===== src/rtl/i2s_rx_fifo.sv =====
module i2s_rx_fifo #(
  parameter int DEPTH    = 16,
  parameter int SLOT_W   = 16,
  parameter int NARROW_W = 14
) (
  input  logic        clk,
  input  logic        rst_n,
  input  logic        reg_sel,
  input  logic        reg_we,
  input  logic [4:0]  reg_addr,
  input  logic [31:0] reg_wdata,
  output logic [31:0] reg_rdata,
  input  logic        ser_bclk,
  input  logic        ser_ws,
  input  logic        sd_pin,
  input  logic        sd_fe,
  output logic        irq
);
  localparam int CW     = $clog2(DEPTH + 1);
  localparam int PW     = $clog2(DEPTH);
  localparam int BW     = $clog2(SLOT_W + 1);
  localparam int HALF   = DEPTH / 2;
  localparam int ALMOST = DEPTH - DEPTH / 4;

  localparam logic [2:0] W_CTRL = 3'd0, W_MASK = 3'd1, W_RAW = 3'd2,
                         W_PEND = 3'd3, W_ACK  = 3'd4, W_DATA = 3'd5;

  logic [1:0] bclk_s, ws_s, pin_s, fe_s;
  logic       bclk_d;
  always_ff @(posedge clk) begin
    if (!rst_n) begin
      bclk_s <= '0; ws_s <= 2'b11; pin_s <= '0; fe_s <= '0; bclk_d <= 1'b0;
    end else begin
      bclk_s <= {bclk_s[0], ser_bclk};
      ws_s   <= {ws_s[0], ser_ws};
      pin_s  <= {pin_s[0], sd_pin};
      fe_s   <= {fe_s[0], sd_fe};
      bclk_d <= bclk_s[1];
    end
  end

  logic       cfg_narrow, cfg_fe;
  logic [6:0] mask;
  logic       push_err, pop_err;

  wire rise   = bclk_s[1] & ~bclk_d;
  wire ws_bit = ws_s[1];
  wire sd_bit = cfg_fe ? fe_s[1] : pin_s[1];

  logic              ws_q, armed;
  logic [BW-1:0]     bit_cnt;
  logic [SLOT_W-1:0] shreg;

  wire [BW-1:0]     need   = cfg_narrow ? BW'(NARROW_W) : BW'(SLOT_W);
  wire              take   = bit_cnt < need;
  wire [SLOT_W-1:0] sr_nx  = take ? {shreg[SLOT_W-2:0], sd_bit} : shreg;
  wire [BW-1:0]     cnt_nx = take ? bit_cnt + BW'(1) : bit_cnt;
  wire              ws_chg = rise & (ws_bit != ws_q);
  wire              push_req = ws_chg & armed & (cnt_nx == need);

  logic [31:0] sample;
  always_comb begin
    if (cfg_narrow)
      sample = {{(32-NARROW_W){sr_nx[NARROW_W-1]}}, sr_nx[NARROW_W-1:0]};
    else
      sample = {{(32-SLOT_W){sr_nx[SLOT_W-1]}}, sr_nx};
  end

  always_ff @(posedge clk) begin
    if (!rst_n) begin
      ws_q <= 1'b1; armed <= 1'b0; bit_cnt <= '0; shreg <= '0;
    end else if (rise) begin
      ws_q <= ws_bit;
      if (ws_bit != ws_q) begin
        bit_cnt <= '0;
        shreg   <= '0;
        if (!ws_bit) armed <= 1'b1;
      end else begin
        bit_cnt <= cnt_nx;
        shreg   <= sr_nx;
      end
    end
  end

  wire [2:0] word   = reg_addr[4:2];
  wire       rd_req = reg_sel & ~reg_we;
  wire       wr_req = reg_sel & reg_we;
  wire       pop_req = rd_req & (word == W_DATA);
  wire       ack_wr  = wr_req & (word == W_ACK);

  logic [31:0]   mem [DEPTH];
  logic [PW-1:0] wp, rp;
  logic [CW-1:0] count;

  wire empty  = count == '0;
  wire full   = count == CW'(DEPTH);
  wire half   = count >= CW'(HALF);
  wire almost = count >= CW'(ALMOST);
  wire push_ok = push_req & ~full;
  wire pop_ok  = pop_req & ~empty;

  always_ff @(posedge clk) begin
    if (push_ok) mem[wp] <= sample;
  end

  always_ff @(posedge clk) begin
    if (!rst_n) begin
      wp <= '0; rp <= '0; count <= '0;
    end else begin
      if (push_ok) wp <= (wp == PW'(DEPTH-1)) ? '0 : wp + PW'(1);
      if (pop_ok)  rp <= (rp == PW'(DEPTH-1)) ? '0 : rp + PW'(1);
      count <= count + CW'(push_ok) - CW'(pop_ok);
    end
  end

  wire [6:0] raw  = {push_err, empty, 1'b0, half, almost, full, pop_err};
  wire [6:0] pend = raw & mask;
  assign irq = |pend;

  always_ff @(posedge clk) begin
    if (!rst_n) begin
      push_err <= 1'b0; pop_err <= 1'b0;
      cfg_narrow <= 1'b0; cfg_fe <= 1'b0; mask <= '0;
    end else begin
      push_err <= (push_req & full)  | (push_err & ~(ack_wr & reg_wdata[6]));
      pop_err  <= (pop_req  & empty) | (pop_err  & ~(ack_wr & reg_wdata[0]));
      if (wr_req && word == W_CTRL) begin
        cfg_narrow <= reg_wdata[5];
        cfg_fe     <= reg_wdata[2];
      end
      if (wr_req && word == W_MASK) mask <= reg_wdata[6:0];
    end
  end

  always_ff @(posedge clk) begin
    if (!rst_n) reg_rdata <= '0;
    else if (rd_req) begin
      case (word)
        W_CTRL:  reg_rdata <= {26'd0, cfg_narrow, 2'b00, cfg_fe, 2'b00};
        W_MASK:  reg_rdata <= {25'd0, mask};
        W_RAW:   reg_rdata <= {25'd0, raw};
        W_PEND:  reg_rdata <= {25'd0, pend};
        W_DATA:  reg_rdata <= empty ? 32'd0 : mem[rp];
        default: reg_rdata <= 32'd0;
      endcase
    end
  end

  logic unused_bits;
  assign unused_bits = ^{reg_addr[1:0], reg_wdata[31:7]};

  assert_drop_sets_err_R5: assert property (@(posedge clk) disable iff (!rst_n)
    (push_req && full) |=> push_err);
  assert_empty_read_err_R6: assert property (@(posedge clk) disable iff (!rst_n)
    (pop_req && empty) |=> (pop_err && reg_rdata == 32'd0));
  assert_flag_order_R4: assert property (@(posedge clk) disable iff (!rst_n)
    full |-> (almost && half && !empty));
  assert_no_growth_R4: assert property (@(posedge clk) disable iff (!rst_n)
    !push_req |=> count <= $past(count));
  assert_sticky_push_R7: assert property (@(posedge clk) disable iff (!rst_n)
    (push_err && !(ack_wr && reg_wdata[6])) |=> push_err);
  assert_quiet_irq_R8: assert property (@(posedge clk) disable iff (!rst_n)
    (mask == 7'd0) |-> !irq);
  assert_push_spacing_R2: assert property (@(posedge clk) disable iff (!rst_n)
    push_req |=> !push_req);
endmodule


===== config.mk =====
export PLATFORM = sky130hd
export DESIGN_NAME = i2s_rx_fifo
export DESIGN_NICKNAME = d
export VERILOG_FILES = /design/src/rtl/i2s_rx_fifo.sv
export SDC_FILE = /design/constraint.sdc
export NUM_CORES = 1
export LEC_CHECK = 0
export ABC_AREA = 1
export ABC_CLOCK_PERIOD_IN_PS = 8440
export BUFFER_PORTS_ARGS = -buffer_cell sky130_fd_sc_hd__buf_4
export CAP_MARGIN = 30
export CORE_MARGIN = 4
export CORE_UTILIZATION = 42
export CTS_CLUSTER_DIAMETER = 80
export DETAILED_ROUTE_END_ITERATION = 10
export PLACE_DENSITY = 0.55
export SLEW_MARGIN = 20
export SYNTH_ARGS = -nofsm -noshare
export SYNTH_HDL_FRONTEND = slang
export SYNTH_SLANG_ARGS = --single-unit

===== constraint.sdc =====
create_clock -name clk -period 8.44 [get_ports clk]
set_input_delay 0.422 -clock clk [delete_from_list [all_inputs] [get_ports clk]]
set_output_delay 0.422 -clock clk [all_outputs]
set_load 0.02 [all_outputs]

* After elaboration in Yosys (flattened, before gate mapping)
Memories as Yosys holds them, arrays and structs flattened. A register that Yosys moved wholly into a read port is not among the register bits.
Cells that the tools add are included.
** Operators by class
- Add/subtract/negate cells :: 5
- Order comparisons :: 3
- Equality and inequality tests :: 10
- Muxes and demuxes :: 15
- Bitwise logic cells :: 26
- Reduce and logical (&&, ||, !) cells :: 6
** Operators by type and width (number)
- $pmux 32 s5 :: 1
- $mux 32 :: 2
- $mux 16 :: 2
- $and 1x1->1 :: 16
- $mux 4 :: 4
- $mux 5 :: 3
- $ge 5x4->1 const B :: 2
- $add 4x1->4 const B :: 2
- $eq 4x4->1 const B :: 2
- $and 7x7->7 :: 1
- $not 1->1 :: 7
- $reduce_or 7->1 :: 1
- $eq 3x2->1 const B :: 2
- $eq 3x3->1 const B :: 2
- $add 5x1->5 :: 1
- $add 5x1->5 const B :: 1
- $eq 5x5->1 :: 1
- $eq 5x5->1 const B :: 1
- $logic_not 5->1 :: 1
- $lt 5x5->1 :: 1
- $sub 5x1->5 :: 1
- $eq 3x1->1 const B :: 1
- $logic_not 3->1 :: 1
- $mux 1 :: 3
- other kinds (4) :: 6
** Word-level totals
- Register bits :: 88
- Memory bits (writable) :: 512
- Bits of input ports :: 45
- Output and inout bits :: 33
- Memories :: 1
** Memories
- mem :: words 16, width 32, rd ports 1, clocked after memory_dff 1, wr ports 1, line 91 : logic [31:0] mem [DEPTH];

* Depth between registers and ports, before layout
Gate-level depths: netlist of run 1.
- Word-level depth :: 8
- Mapped depth :: 22
- Depth with buffers taken out :: 22

* Worst setup path before layout of run 1
No wires, ideal clock.
- Kind :: register -> register
- Start :: register cfg_narrow
- End :: register count[4]
- Setup time :: 0.125 ns
- Arrival :: 2.988 ns
- Data required time :: 8.315 ns
- Path slack :: 5.328 ns
- Cell stages (with the launch flop) :: 20
- Path through :: dfxtp_1 > inv_1 > ha_1 > a21o_2 > inv_1 > nand2_4 > xnor2_4 > nor2_8 > inv_2 > nor2_8 > nand3_2 > ha_1 > inv_1 > ha_1 > inv_1 > fa_1 > nor3_1 > a211oi_1 > o21ai_0 > a21oi_1
** On the way
- Word-level cells in the longest chain between the ends :: 8
** RTL lines
- start, declared :: line 42 : logic cfg_narrow, cfg_fe;
- start signal, assigned :: line 128 : cfg_narrow <= reg_wdata[5];
- $mux 5 * :: line 54 : wire [BW-1:0] need = cfg_narrow ? BW'(NARROW_W) : BW'(SLOT_W);
- $lt 5x5->1 :: line 55 : wire take = bit_cnt < need;
- $mux 5 :: line 57 : wire [BW-1:0] cnt_nx = take ? bit_cnt + BW'(1) : bit_cnt;
- $eq 5x5->1 * :: line 59 : wire push_req = ws_chg & armed & (cnt_nx == need);
- $and 1x1->1 * :: line 59
- $and 1x1->1 * :: line 99 : wire push_ok = push_req & ~full;
- $add 5x1->5 * :: line 112 : count <= count + CW'(push_ok) - CW'(pop_ok);
- $sub 5x1->5 * :: line 112
- end signal, assigned :: line 112
- end, declared :: line 93 : logic [CW-1:0] count;
Every way passes the cells marked *; elsewhere a longest branch is shown, timed or not.
A chain may end at the register's enable or synchronous reset.

* Final worst setup path of run 1
Same ends and word-level chain as after synthesis.

==> impl_results.md, run 1 <==
- Initial detailed-routing violation count: 856
- Tcrit/Tclk final: 46.18%
- Biggest cell delay along the critical path: between 0.4 and 0.5 ns
- Final ANT Viol Nets: 0
- I/O Buffers: 50
- Critical path class: reg2reg
- PD cells: 217.8 nW/um^2
- # diodes: 0
- CTS Sinks: between 300 and 400
- Initial antenna violation count: 0
- Int Power: 2.722 mW
- CP max FO: 22
- Die height: approximately 190 um
- Core Rows: 66
- Post-cts resize count: 0
- DR vias: 9329
- Final WL: 34630 um
- Post-CTS Setup Inserts: 0
- Crit-path cells: inv_1 > ha_1 > nand2_1 > inv_1 > nand2_4 > nand2_4 > nand2_1 > nand2_1 > nand2_1 > nor2_1 > nor2_2 > nor2_8 > nand3_2 > ha_1 > inv_1 > ha_1 > inv_1 > fa_1 > nor3_1 > a211oi_1 > o21ai_0 > a21oi_1
- # Max-Cap Violations: 0
- Avg WL per Cell: 19.86 um
- # DRC: 0
- GP Congestion: approximately 0.8
- Final Critical Period: about 3.9 ns
- Htree depth: 2
- Main synth FF type: edfxtp_1
- Total CTS buffers: 37
- Min-delay worst type: in2reg
- Switching fraction of total power: a little over a fifth
- Post-Route Setup TNS: 0 ns
- Final setup violating endpoints: 0
- Share of cells above drive strength 1: roughly 14%
- Gate Count Post-Synth: 1238
- DIE AREA: approximately 36000 sq um
- CTS Buffer Depth: 3
- Hold-fix buffers, CTS: 0
- Clock Latency Late Sink: between 0.5 and 0.6 ns
- Worst reg-to-reg setup slack: roughly 4.5 ns
- Global-route wire length before repair: 54060 um
- Comb power frac: roughly 4.4%
- Ys async rst share: 0%
- Slew headroom: 36.38%
- P_leak: 5.650 nW
- Clk pin slew, worst setup/hold paths: 0.06 ns
- Top Family by Delay on Critical Path: simple AND/OR/NAND/NOR gates
- Layout area overhead: 14.04%
- Max-slew violation count: 0
- Hold slack: 0.08955 ns
- I/O pins: 78
- Post-Syn Nets: 1303
- Seq cells post-synth: 332
- Clock share of power: 44.6%
- Sequential-to-total area share from yosys stat: 66.37%
- Crit end category: flop
- Chip width: 189.8 um
- Slowest cell on crit path: dfxtp_1
- Max IR drop VDD: 0.1499 mV
- Data arrival time of the critical path: between 4 and 5 ns
- Placed instance count: roughly 1700
- Nets: 1339
- Outcome: completed
- Overall fraction of global-route tracks in use: between 10% and 20%
- Final hold vios: 0
- Syn. warnings: 0
- Post-synth EDFFs: ~260
- Clock skew: about 0.012 ns
- Root Buffer: clkbuf_16
- HPWL after DPL: 19410 um
- Via-to-Cell Ratio: 5.349
- TritonRoute pass-1 iters: 5
- Power Total: 3.447 mW
- Setup crit start kind: flop
- Share of power burned in registers: between 50% and 60%
- Max Fclk: between 0.2 and 0.3 GHz
- Switching power: roughly 720 uW
- CTS tree: built
- Average size of a mapped cell: 11.21 sq um
- Vias in the first global route: 9362
- CP Data Required Time: 8.83 ns
- Core area: 32540 sq um
- Least-Margin Pin Slew: 0.9532 ns
- Worst path bufs/invs: 4
- RSZ-0062 raised after global routing: no
- Total grt overflow: 0
- Initial core utilization: 42.65%
- Mapped Area: about 14000 sq um
- Yosys cell types: 42
- Post-Layout Cell Count: 1744
- Largest net degree at the start of global routing: 77
## flip-flops by register name, indices dropped and copies added, names as in the netlist, named ones only
| name | cells |
|---|---|
| rp | 4 |
| pin_s | 2 |
| push_err | 1 |
| shreg | 16 |
| bit_cnt | 5 |
| wp | 4 |
| mask | 7 |
| cfg_narrow | 1 |
| ws_s | 2 |
| reg_rdata | 16 |
| mem | 256 |
| fe_s | 2 |
| armed | 1 |
| cfg_fe | 1 |
| pop_err | 1 |
| bclk_s | 2 |
| bclk_d | 1 |
| ws_q | 1 |
| count | 5 |
## per-stage QoR
stage,worst slack [ns],area [sq um],utilization (%)
2_1_floorplan,5.328,13880,-
3_3_place_gp,4.556,14640,45.01
3_5_place_dp,4.481,14650,45.03
4_1_cts,4.468,15810,48.60
5_1_grt,4.104,15820,48.63
6_report,4.543,15820,48.63
## power by group through the flow
stage / sequential, mW / clock [mW] / combinational [mW]
floorplan: 1.79 / 0 / 0.107
global placement: 1.79 / 0 / 0.148
detailed placement: 1.79 / 0 / 0.151
CTS: 1.76 / 1.57 / 0.151
global route: 1.76 / 1.64 / 0.171
finish: 1.76 / 1.54 / 0.152
## cell type report
cell class	count	area (sq um)
fillers	3012	16710
flip-flops and latches	332	9214
multi-input cells	747	4005
clock buffers	56	1060
repair buffers	80	604.3
well taps	442	553.0
inverters	76	286.5
clock inverters	11	101.3
## worst min-delay path, delay by kind of cell
kind | cells | cell delay, ns
buffers and inverters | 2 | 0.12
AND/OR/NAND/NOR | 1 | 0.04
## cell usage in the layout (no fill, tap or decap), types with 3 or more instances in the layout
master | netlist | final
clkinv_1 | 1 | 7
nor2_1 | 180 | 164
nand2_4 | 3 | 3
a31oi_1 | 4 | 4
nand4_2 | 4 | 4
clkbuf_1 | 47 | 15
o221ai_1 | 38 | 38
mux2_2 | 13 | 13
nand4_1 | 6 | 6
buf_4 | 18 | 79
nand2_2 | 6 | 6
dfxtp_1 | 76 | 74
clkinv_2 | 0 | 3
nor3_1 | 5 | 5
clkbuf_16 | 0 | 39
nand2_1 | 152 | 152
o21ai_0 | 157 | 157
nand3_1 | 34 | 34
nand3_2 | 3 | 3
nor2_2 | 2 | 18
inv_1 | 72 | 72
edfxtp_1 | 256 | 256
o22ai_1 | 28 | 28
a21oi_1 | 56 | 56
o211ai_1 | 17 | 17
ha_1 | 19 | 19
## cells in the mapped netlist (all sizes together) (4+ instances only)
master | instances | area [sq um]
edfxtp | 256 | 7687
nor2 | 184 | 728.2
nand2 | 161 | 641.9
o21ai | 159 | 795.8
dfxtp | 76 | 1521
inv | 75 | 281.5
a21oi | 56 | 280.3
clkbuf | 48 | 183.9
o221ai | 38 | 332.8
nand3 | 37 | 200.2
buf | 35 | 232.7
o22ai | 28 | 175.2
ha | 19 | 237.7
o211ai | 17 | 127.6
mux2 | 13 | 146.4
nand4 | 10 | 87.59
nor3 | 5 | 25.02
a31oi | 4 | 25.02
## routing by layer
metal,vias up,routed length (um),GRT usage [%]
met1,4571,16400,28.05
met2,242,15850,31.73
li1,4466,-,-
met5,-,0,0
met3,50,1782,2.624
met4,0,601,4.062
## path summary, 6_finish.rpt
path / from / endpoint / cells past startpoint
setup / recovery: cfg_narrow$_SDFFE_PN0P_ / count[4]$_SDFF_PN0_ / 22
hold / removal: ser_bclk / bclk_s[0]$_SDFF_PN0_ / 3
setup reg to reg: cfg_narrow$_SDFFE_PN0P_ / count[4]$_SDFF_PN0_ / 22
hold reg to reg: pin_s[0]$_SDFF_PN0_ / pin_s[1]$_SDFF_PN0_ / 2
## kinds of logic (layout without fill, tap and decap cells)
kind of cell	after synthesis	count (layout)	share of synthesized area (%)
buffers and inverters	159	223	5.059
AND/OR/NAND/NOR	401	401	12.33
AO/OA/AOI/OAI	307	307	12.81
multiplexers	14	14	1.127
XOR/XNOR	5	5	0.4509
adder cells (fa/ha/maj)	20	20	1.858
flip-flops	332	332	66.37
Power figures use the tool's default switching activity.
==> run 2: changes to the inputs <==
Settings changed: ABC_CLOCK_PERIOD_IN_PS 8440 to 3800.
Clock period 8.44 ns to 3.8 ns, I/O delays scaled along.
==> impl_results.md, run 2 (synthesis gave the netlist of run 1 again) <==
- Outcome: completed (unchanged)
- Final ANT Viol Nets: 0 (unchanged)
- CTS tree: built (unchanged)
- CP max FO: 7 (was 22)
- Reg area: 9214 sq um (unchanged)
- GP Congestion: 0.8218 (was 0.8001)
- Area of the multi-input gates: 4005 sq um (unchanged)
- Final WL: 35240 um (was 34630 um)
- PD cells: 482.5 nW/um^2 (was 217.8 nW/um^2)
- P_leak: 5.785 nW (was 5.650 nW)
- Global-route wire length before repair: 54490 um (was 54060 um)
- Root Buffer: clkbuf_16 (unchanged)
- Final setup violating endpoints: 0 (unchanged)
- TritonRoute pass-1 iters: 5 (unchanged)
- Data arrival time of the critical path: 3.79 ns (was 4.29 ns)
- Switching power: 1.667 mW (was 724.9 uW)
- Clk pin slew, worst setup/hold paths: 0.06 ns (about the same)
- Total grt overflow: 0 (unchanged)
- Core Rows: 66 (unchanged)
- Max Fclk: 0.2946 GHz (was 0.2566 GHz)
- Worst path bufs/invs: 5 (was 4)
- Share of cells above drive strength 1: 15.18% (was 14.13%)
- Min-delay worst type: in2reg (unchanged)
- I/O Buffers: 50 (unchanged)
- Htree depth: 2 (unchanged)
- Die height: 189.8 um (unchanged)
- HPWL after DPL: 21120 um (was 19410 um)
- Clock share of power: 45.3% (was 44.6%)
- Most frequent cells in the layout: edfxtp_1 (256), nor2_1 (164), o21ai_0 (157) (unchanged)
- Overall fraction of global-route tracks in use: 19.55% (was 19.41%)
- Slowest cell on crit path: dfxtp_1 (unchanged)
- Post-Route Setup TNS: 0 ns (unchanged)
- Chip width: 189.8 um (unchanged)
- # DRC: 0 (unchanged)
- Biggest regs: mem x256, reg_rdata x16, shreg x16 (unchanged)
- Initial antenna violation count: 0 (unchanged)
- Comb power frac: 4.5% (was 4.4%)
- Commonest non-fill, non-tap cell in the layout: edfxtp_1 (unchanged)
- Slew headroom: 39.03% (was 36.38%)
- Largest net degree at the start of global routing: 53 (was 77)
- Clock Latency Late Sink: 0.53 ns (was 0.51 ns)
- Clock skew: 0.01712 ns (was 0.01165 ns)
- Crit end category: flop (unchanged)
- Crit-path cells: inv_2 > ha_1 > a21o_2 > inv_1 > nand2_4 > xnor2_4 > nor2_8 > inv_2 > nor2_8 > nand3_2 > ha_1 > inv_1 > ha_1 > inv_1 > fa_1 > nor3_1 > a211oi_1 > o21ai_0 > a21oi_1 (was inv_1 > ha_1 > nand2_1 > inv_1 > nand2_4 > nand2_4 > nand2_1 > nand2_1 > nand2_1 > nor2_1 > nor2_2 > nor2_8 > nand3_2 > ha_1 > inv_1 > ha_1 > inv_1 > fa_1 > nor3_1 > a211oi_1 > o21ai_0 > a21oi_1)
- Layout area overhead: 16.19% (was 14.04%)
- Initial core utilization: 42.65% (unchanged)
- Top reg by flops: mem (unchanged)
- Fillers: 2989 (was 3012)
- RSZ-0062 raised after global routing: no (unchanged)
- I/O pins: 78 (unchanged)
- Nets: 1361 (was 1339)
- DR vias: 9339 (was 9329)
- Top Family by Delay on Critical Path: adder cells (was simple AND/OR/NAND/NOR gates)
- Switching fraction of total power: 21.44% (was 21.03%)
- Max FFs per register: 256 (unchanged)
- CP Data Required Time: 4.20 ns (was 8.83 ns)
- Critical path class: reg2reg (unchanged)
- Tcrit/Tclk final: 89.32% (was 46.18%)
- Total CTS buffers: 37 (unchanged)
- Max IR drop VDD: 0.3184 mV (was 0.1499 mV)
- CTS Sinks: 332 (unchanged)
- Via-to-Cell Ratio: 5.288 (was 5.349)
- Final Critical Period: 3.394 ns (was 3.897 ns)
- # Max-Cap Violations: 0 (unchanged)
- CTS Buffer Depth: 3 (unchanged)
- WHS Path Cells: 3 (unchanged)
- Share of power burned in registers: 50.2% (was 51.0%)
- R2R cell count: 19 (was 22)
- Setup crit start kind: flop (unchanged)
- Avg WL per Cell: 19.96 um (was 19.86 um)
- Util after Layout: 49.55% (was 48.63%)
- DIE AREA: 36010 sq um (unchanged)
- Number of cells on the critical path: 19 (was 22)
- Setup WS post-layout: 0.4057 ns (was 4.543 ns)
- Core area: 32540 sq um (unchanged)
- Final hold vios: 0 (unchanged)
- Pre-CTS setup slack: 0.3714 ns (was 4.481 ns)
- # diodes: 0 (unchanged)
- Initial detailed-routing violation count: 695 (was 856)
- Max-slew violation count: 0 (unchanged)
- Least-Margin Pin Slew: 0.9135 ns (was 0.9532 ns)
- Vias in the first global route: 9306 (was 9362)
- Biggest cell delay along the critical path: 0.42 ns (was 0.49 ns)
- Int Power: 6.111 mW (was 2.722 mW)
-- run 2: routing by layer --
| metal | up-vias | GRT usage [%] | wire [um] |
|---|---|---|---|
| met5 | - | 0 | 0 |
| li1 | 4513 | - | - |
| met1 | 4582 | 27.86 | 16270 |
| met4 | 0 | 4.480 | 563 |
| met2 | 203 | 32.00 | 16730 |
| met3 | 41 | 2.954 | 1684 |
-- run 2: worst paths after layout --
kind                                              start                   to  slack [ns]
worst max-delay path            cfg_narrow$_SDFFE_PN0P_  count[4]$_SDFF_PN0_        0.41
worst min-delay path                              rst_n  pin_s[0]$_SDFF_PN0_        0.04
worst max register to register  cfg_narrow$_SDFFE_PN0P_  count[4]$_SDFF_PN0_        0.41
worst min register to register       fe_s[0]$_SDFF_PN0_   fe_s[1]$_SDFF_PN0_        0.41
-- run 2: layout make-up --
class	instances	share of cell area, %
repair buffers	102	5.386
well taps	442	3.430
clock buffers	51	6.131
multi-input cells	747	24.84
clock inverters	16	1.281
flip-flops and latches	332	57.15
inverters	76	1.777
-- run 2: power by group through the flow --
| stage | combinational (mW) | sequential, mW | clock, mW |
|---|---|---|---|
| after global placement | 0.336 | 3.98 | 0 |
| after detailed placement | 0.339 | 3.98 | 0 |
| after CTS | 0.351 | 3.90 | 3.59 |
| after floorplan | 0.237 | 3.98 | 0 |
| after global routing | 0.395 | 3.90 | 3.75 |
| final | 0.348 | 3.90 | 3.53 |
-- run 2: worst reg2reg max path, stage by stage (launching register included) --
cell and delay [ns]:
dfxtp_1 0.42, inv_2 0.12, ha_1 0.21, a21o_2 0.20, inv_1 0.12, nand2_4 0.10, xnor2_4 0.16, nor2_8 0.16
inv_2 0.08, nor2_8 0.15, nand3_2 0.11, ha_1 0.30, inv_1 0.05, ha_1 0.15, inv_1 0.05, fa_1 0.39
nor3_1 0.20, a211oi_1 0.08, o21ai_0 0.15, a21oi_1 0.05
-- run 2: stage by stage --
step,hold WS [ns],total power [mW],area (sq um),std cells
2_1_floorplan,0.2876,4.213,13880,1238
3_3_place_gp,0.3727,4.317,14820,1688
3_5_place_dp,0.3761,4.320,14820,1688
4_1_cts,0.03107,7.844,16120,1766
5_1_grt,0.04721,8.047,16120,1766
6_report,0.04044,7.778,16120,1766
-- run 2: repair_timing --
action	4_1_cts	5_1_grt
hold endpoints to repair	12	0
gates resized for setup	0	1
buffers inserted	0	0
endpoints found under the setup margin	0	1
hold buffers	11	0
==> run 3: changes to the inputs <==
==> constraint.sdc (replaced) <==
create_clock -name clk -period 3.8 [get_ports clk]
set_input_delay 1.14 -clock clk [delete_from_list [all_inputs] [get_ports clk]]
set_output_delay 1.14 -clock clk [all_outputs]
set_load 0.02 [all_outputs]
==> impl_results.md, run 3 (synthesis gave the netlist of run 1 again) <==
- TritonRoute pass-1 iters: 5 (unchanged)
- GP Congestion: 0.8019 (was 0.8218)
- # diodes: 0 (unchanged)
- Final setup violating endpoints: 0 (unchanged)
- I/O Buffers: 50 (unchanged)
- Hold path start: ws_s[0]$_SDFF_PN1_ (was rst_n)
- Slew headroom: 36.21% (was 39.03%)
- HPWL after DPL: 20320 um (was 21120 um)
- CP Data Required Time: 2.66 ns (was 4.20 ns)
- Htree depth: 2 (unchanged)
- I/O pins: 78 (unchanged)
- Initial detailed-routing violation count: 736 (was 695)
- Layout area overhead: 14.31% (was 16.19%)
- Least-Margin Pin Slew: 0.9558 ns (was 0.9135 ns)
- Commonest non-fill, non-tap cell in the layout: edfxtp_1 (unchanged)
- Die height: 189.8 um (unchanged)
- Clk pin slew, worst setup/hold paths: 0.05 ns (was 0.06 ns)
- Global-route wire length before repair: 52960 um (was 54490 um)
- Critical path class: reg2out (was reg2reg)
- Most frequent cells in the layout: edfxtp_1 (256), nor2_1 (164), o21ai_0 (157) (unchanged)
- Root Buffer: clkbuf_16 (unchanged)
- # DRC: 0 (unchanged)
- Initial antenna violation count: 0 (unchanged)
- Total grt overflow: 0 (unchanged)
- CTS Sinks: 332 (unchanged)
- CP max FO: 12 (was 7)
- CTS tree: built (unchanged)
- PD cells: 473.5 nW/um^2 (was 482.5 nW/um^2)
- Total CTS buffers: 36 (was 37)
- Setup crit start kind: flop (unchanged)
- Fillers: 2999 (was 2989)
- Clock skew: 0.02065 ns (was 0.01712 ns)
- Crit end category: primary output (was flop)
- Outcome: completed (unchanged)
- P_leak: 5.696 nW (was 5.785 nW)
- Min-delay worst type: reg2reg (was in2reg)
- Max IR drop VDD: 0.3101 mV (was 0.3184 mV)
- Chip width: 189.8 um (unchanged)
- Initial core utilization: 42.65% (unchanged)
- Max Fclk: 0.2893 GHz (was 0.2946 GHz)
- Critical Path Start: count[2]$_SDFF_PN0_ (was cfg_narrow$_SDFFE_PN0P_)
- Power Total: 7.510 mW (was 7.778 mW)
- Final ANT Viol Nets: 0 (unchanged)
- Reg2reg start: cfg_narrow$_SDFFE_PN0P_ (unchanged)
- Clock Latency Late Sink: 0.52 ns (was 0.53 ns)
- Largest net degree at the start of global routing: 129 (was 53)
- # Max-Cap Violations: 0 (unchanged)
- Biggest regs: mem x256, reg_rdata x16, shreg x16 (unchanged)
- Nets: 1349 (was 1361)
- Final Critical Period: 3.457 ns (was 3.394 ns)
- Data arrival time of the critical path: 2.32 ns (was 3.79 ns)
- DR vias: 9392 (was 9339)
- DIE AREA: 36010 sq um (unchanged)
- Tcrit/Tclk final: 90.96% (was 89.32%)
- Max FFs per register: 256 (unchanged)
- Via-to-Cell Ratio: 5.355 (was 5.288)
- CTS Buffer Depth: 3 (unchanged)
- Core area: 32540 sq um (unchanged)
- Hold-fix buffers, CTS: 0 (was 11)
- Top reg by flops: mem (unchanged)
- Share of cells above drive strength 1: 15.40% (was 15.18%)
- Avg WL per Cell: 19.92 um (was 19.96 um)
- Post-Route Setup TNS: 0 ns (unchanged)
- Vias in the first global route: 8991 (was 9306)
- Max-slew violation count: 0 (unchanged)
- Core Rows: 66 (unchanged)
- RSZ-0062 raised after global routing: no (unchanged)
- Final WL: 34950 um (was 35240 um)
- Final hold vios: 0 (unchanged)
- Overall fraction of global-route tracks in use: 19.17% (was 19.55%)
-- run 3: changes by cell type in the layout (fill, tap and decap cells not counted) --
cell           before  now
buf_4              85   90
dlygate4sd3_1      11    0
clkbuf_1           13   11
dfxtp_2             1    2
clkbuf_8            1    3
clkinv_2            6    9
clkbuf_16          37   38
clkinv_1            4    5
bufinv_16           4    0
dfxtp_1            74   73
clkinv_8            2    0
buf_12              6    1
-- run 3: path summary, 6_finish.rpt --
check / slack [ns] / cells after the start / endpoint
worst max register to register: 0.39 / 18 / count[4]$_SDFF_PN0_
worst max-delay path: 0.34 / 7 / irq
worst min-delay path: 0.41 / 1 / ws_s[1]$_SDFF_PN1_
worst min register to register: 0.41 / 1 / ws_s[1]$_SDFF_PN1_
-- run 3: final cells by class --
cell class	count	area (sq um)	area share (%)
multi-input combinational	747	4005	25.25
inverter	76	286.5	1.806
tap	442	553.0	3.487
clock buffer	52	1033	6.516
clock inverter	14	72.57	0.4575
sequential	332	9215	58.10
timing repair buffer	91	695.7	4.386
-- run 3: what timing repair did --
item                       in CTS  in global routing
setup endpoints to repair       0                  1
buffers inserted                0                  0
gates resized for setup         0                  2
hold endpoints to repair        0                  0
-- run 3: routing by layer --
layer  vias to the layer above  track usage, %  routed length (um)
li1                       4489               -                   -
met1                      4601           26.71               15840
met5                         -               0                   0
met3                        54           2.752                1824
met2                       248           31.91               16530
met4                         0           4.925                 751
-- run 3: report_power, final --
| part | leakage, nW | switching (mW) | internal [mW] |
|---|---|---|---|
| combinational | 2.16 | 0.231 | 0.108 |
| clock | 0.549 | 1.37 | 1.90 |
| sequential | 2.99 | 0.0184 | 3.88 |
-- run 3: worst max-delay path, stage by stage (launching register included) --
cell and delay, ns:
dfxtp_1 0.39, inv_1 0.10, ha_1 0.22, nand3_1 0.43, inv_1 0.18, a21oi_1 0.18, nand4_1 0.13, buf_4 0.18
-- run 3: stage by stage --
| step | hold slack (ns) | utilization (%) | cell area (sq um) | setup WS (ns) | std cells |
|---|---|---|---|---|---|
| 2_1_floorplan | 0.3905 | - | 13880 | 0.4379 | 1238 |
| 3_3_place_gp | 0.4003 | 45.35 | 14750 | 0.2805 | 1688 |
| 3_5_place_dp | 0.4018 | 45.35 | 14750 | 0.2016 | 1688 |
| 4_1_cts | 0.4152 | 48.75 | 15860 | 0.1937 | 1754 |
| 5_1_grt | 0.4244 | 48.75 | 15860 | 0.04544 | 1754 |
| 6_report | 0.4113 | 48.75 | 15860 | 0.3434 | 1754 |
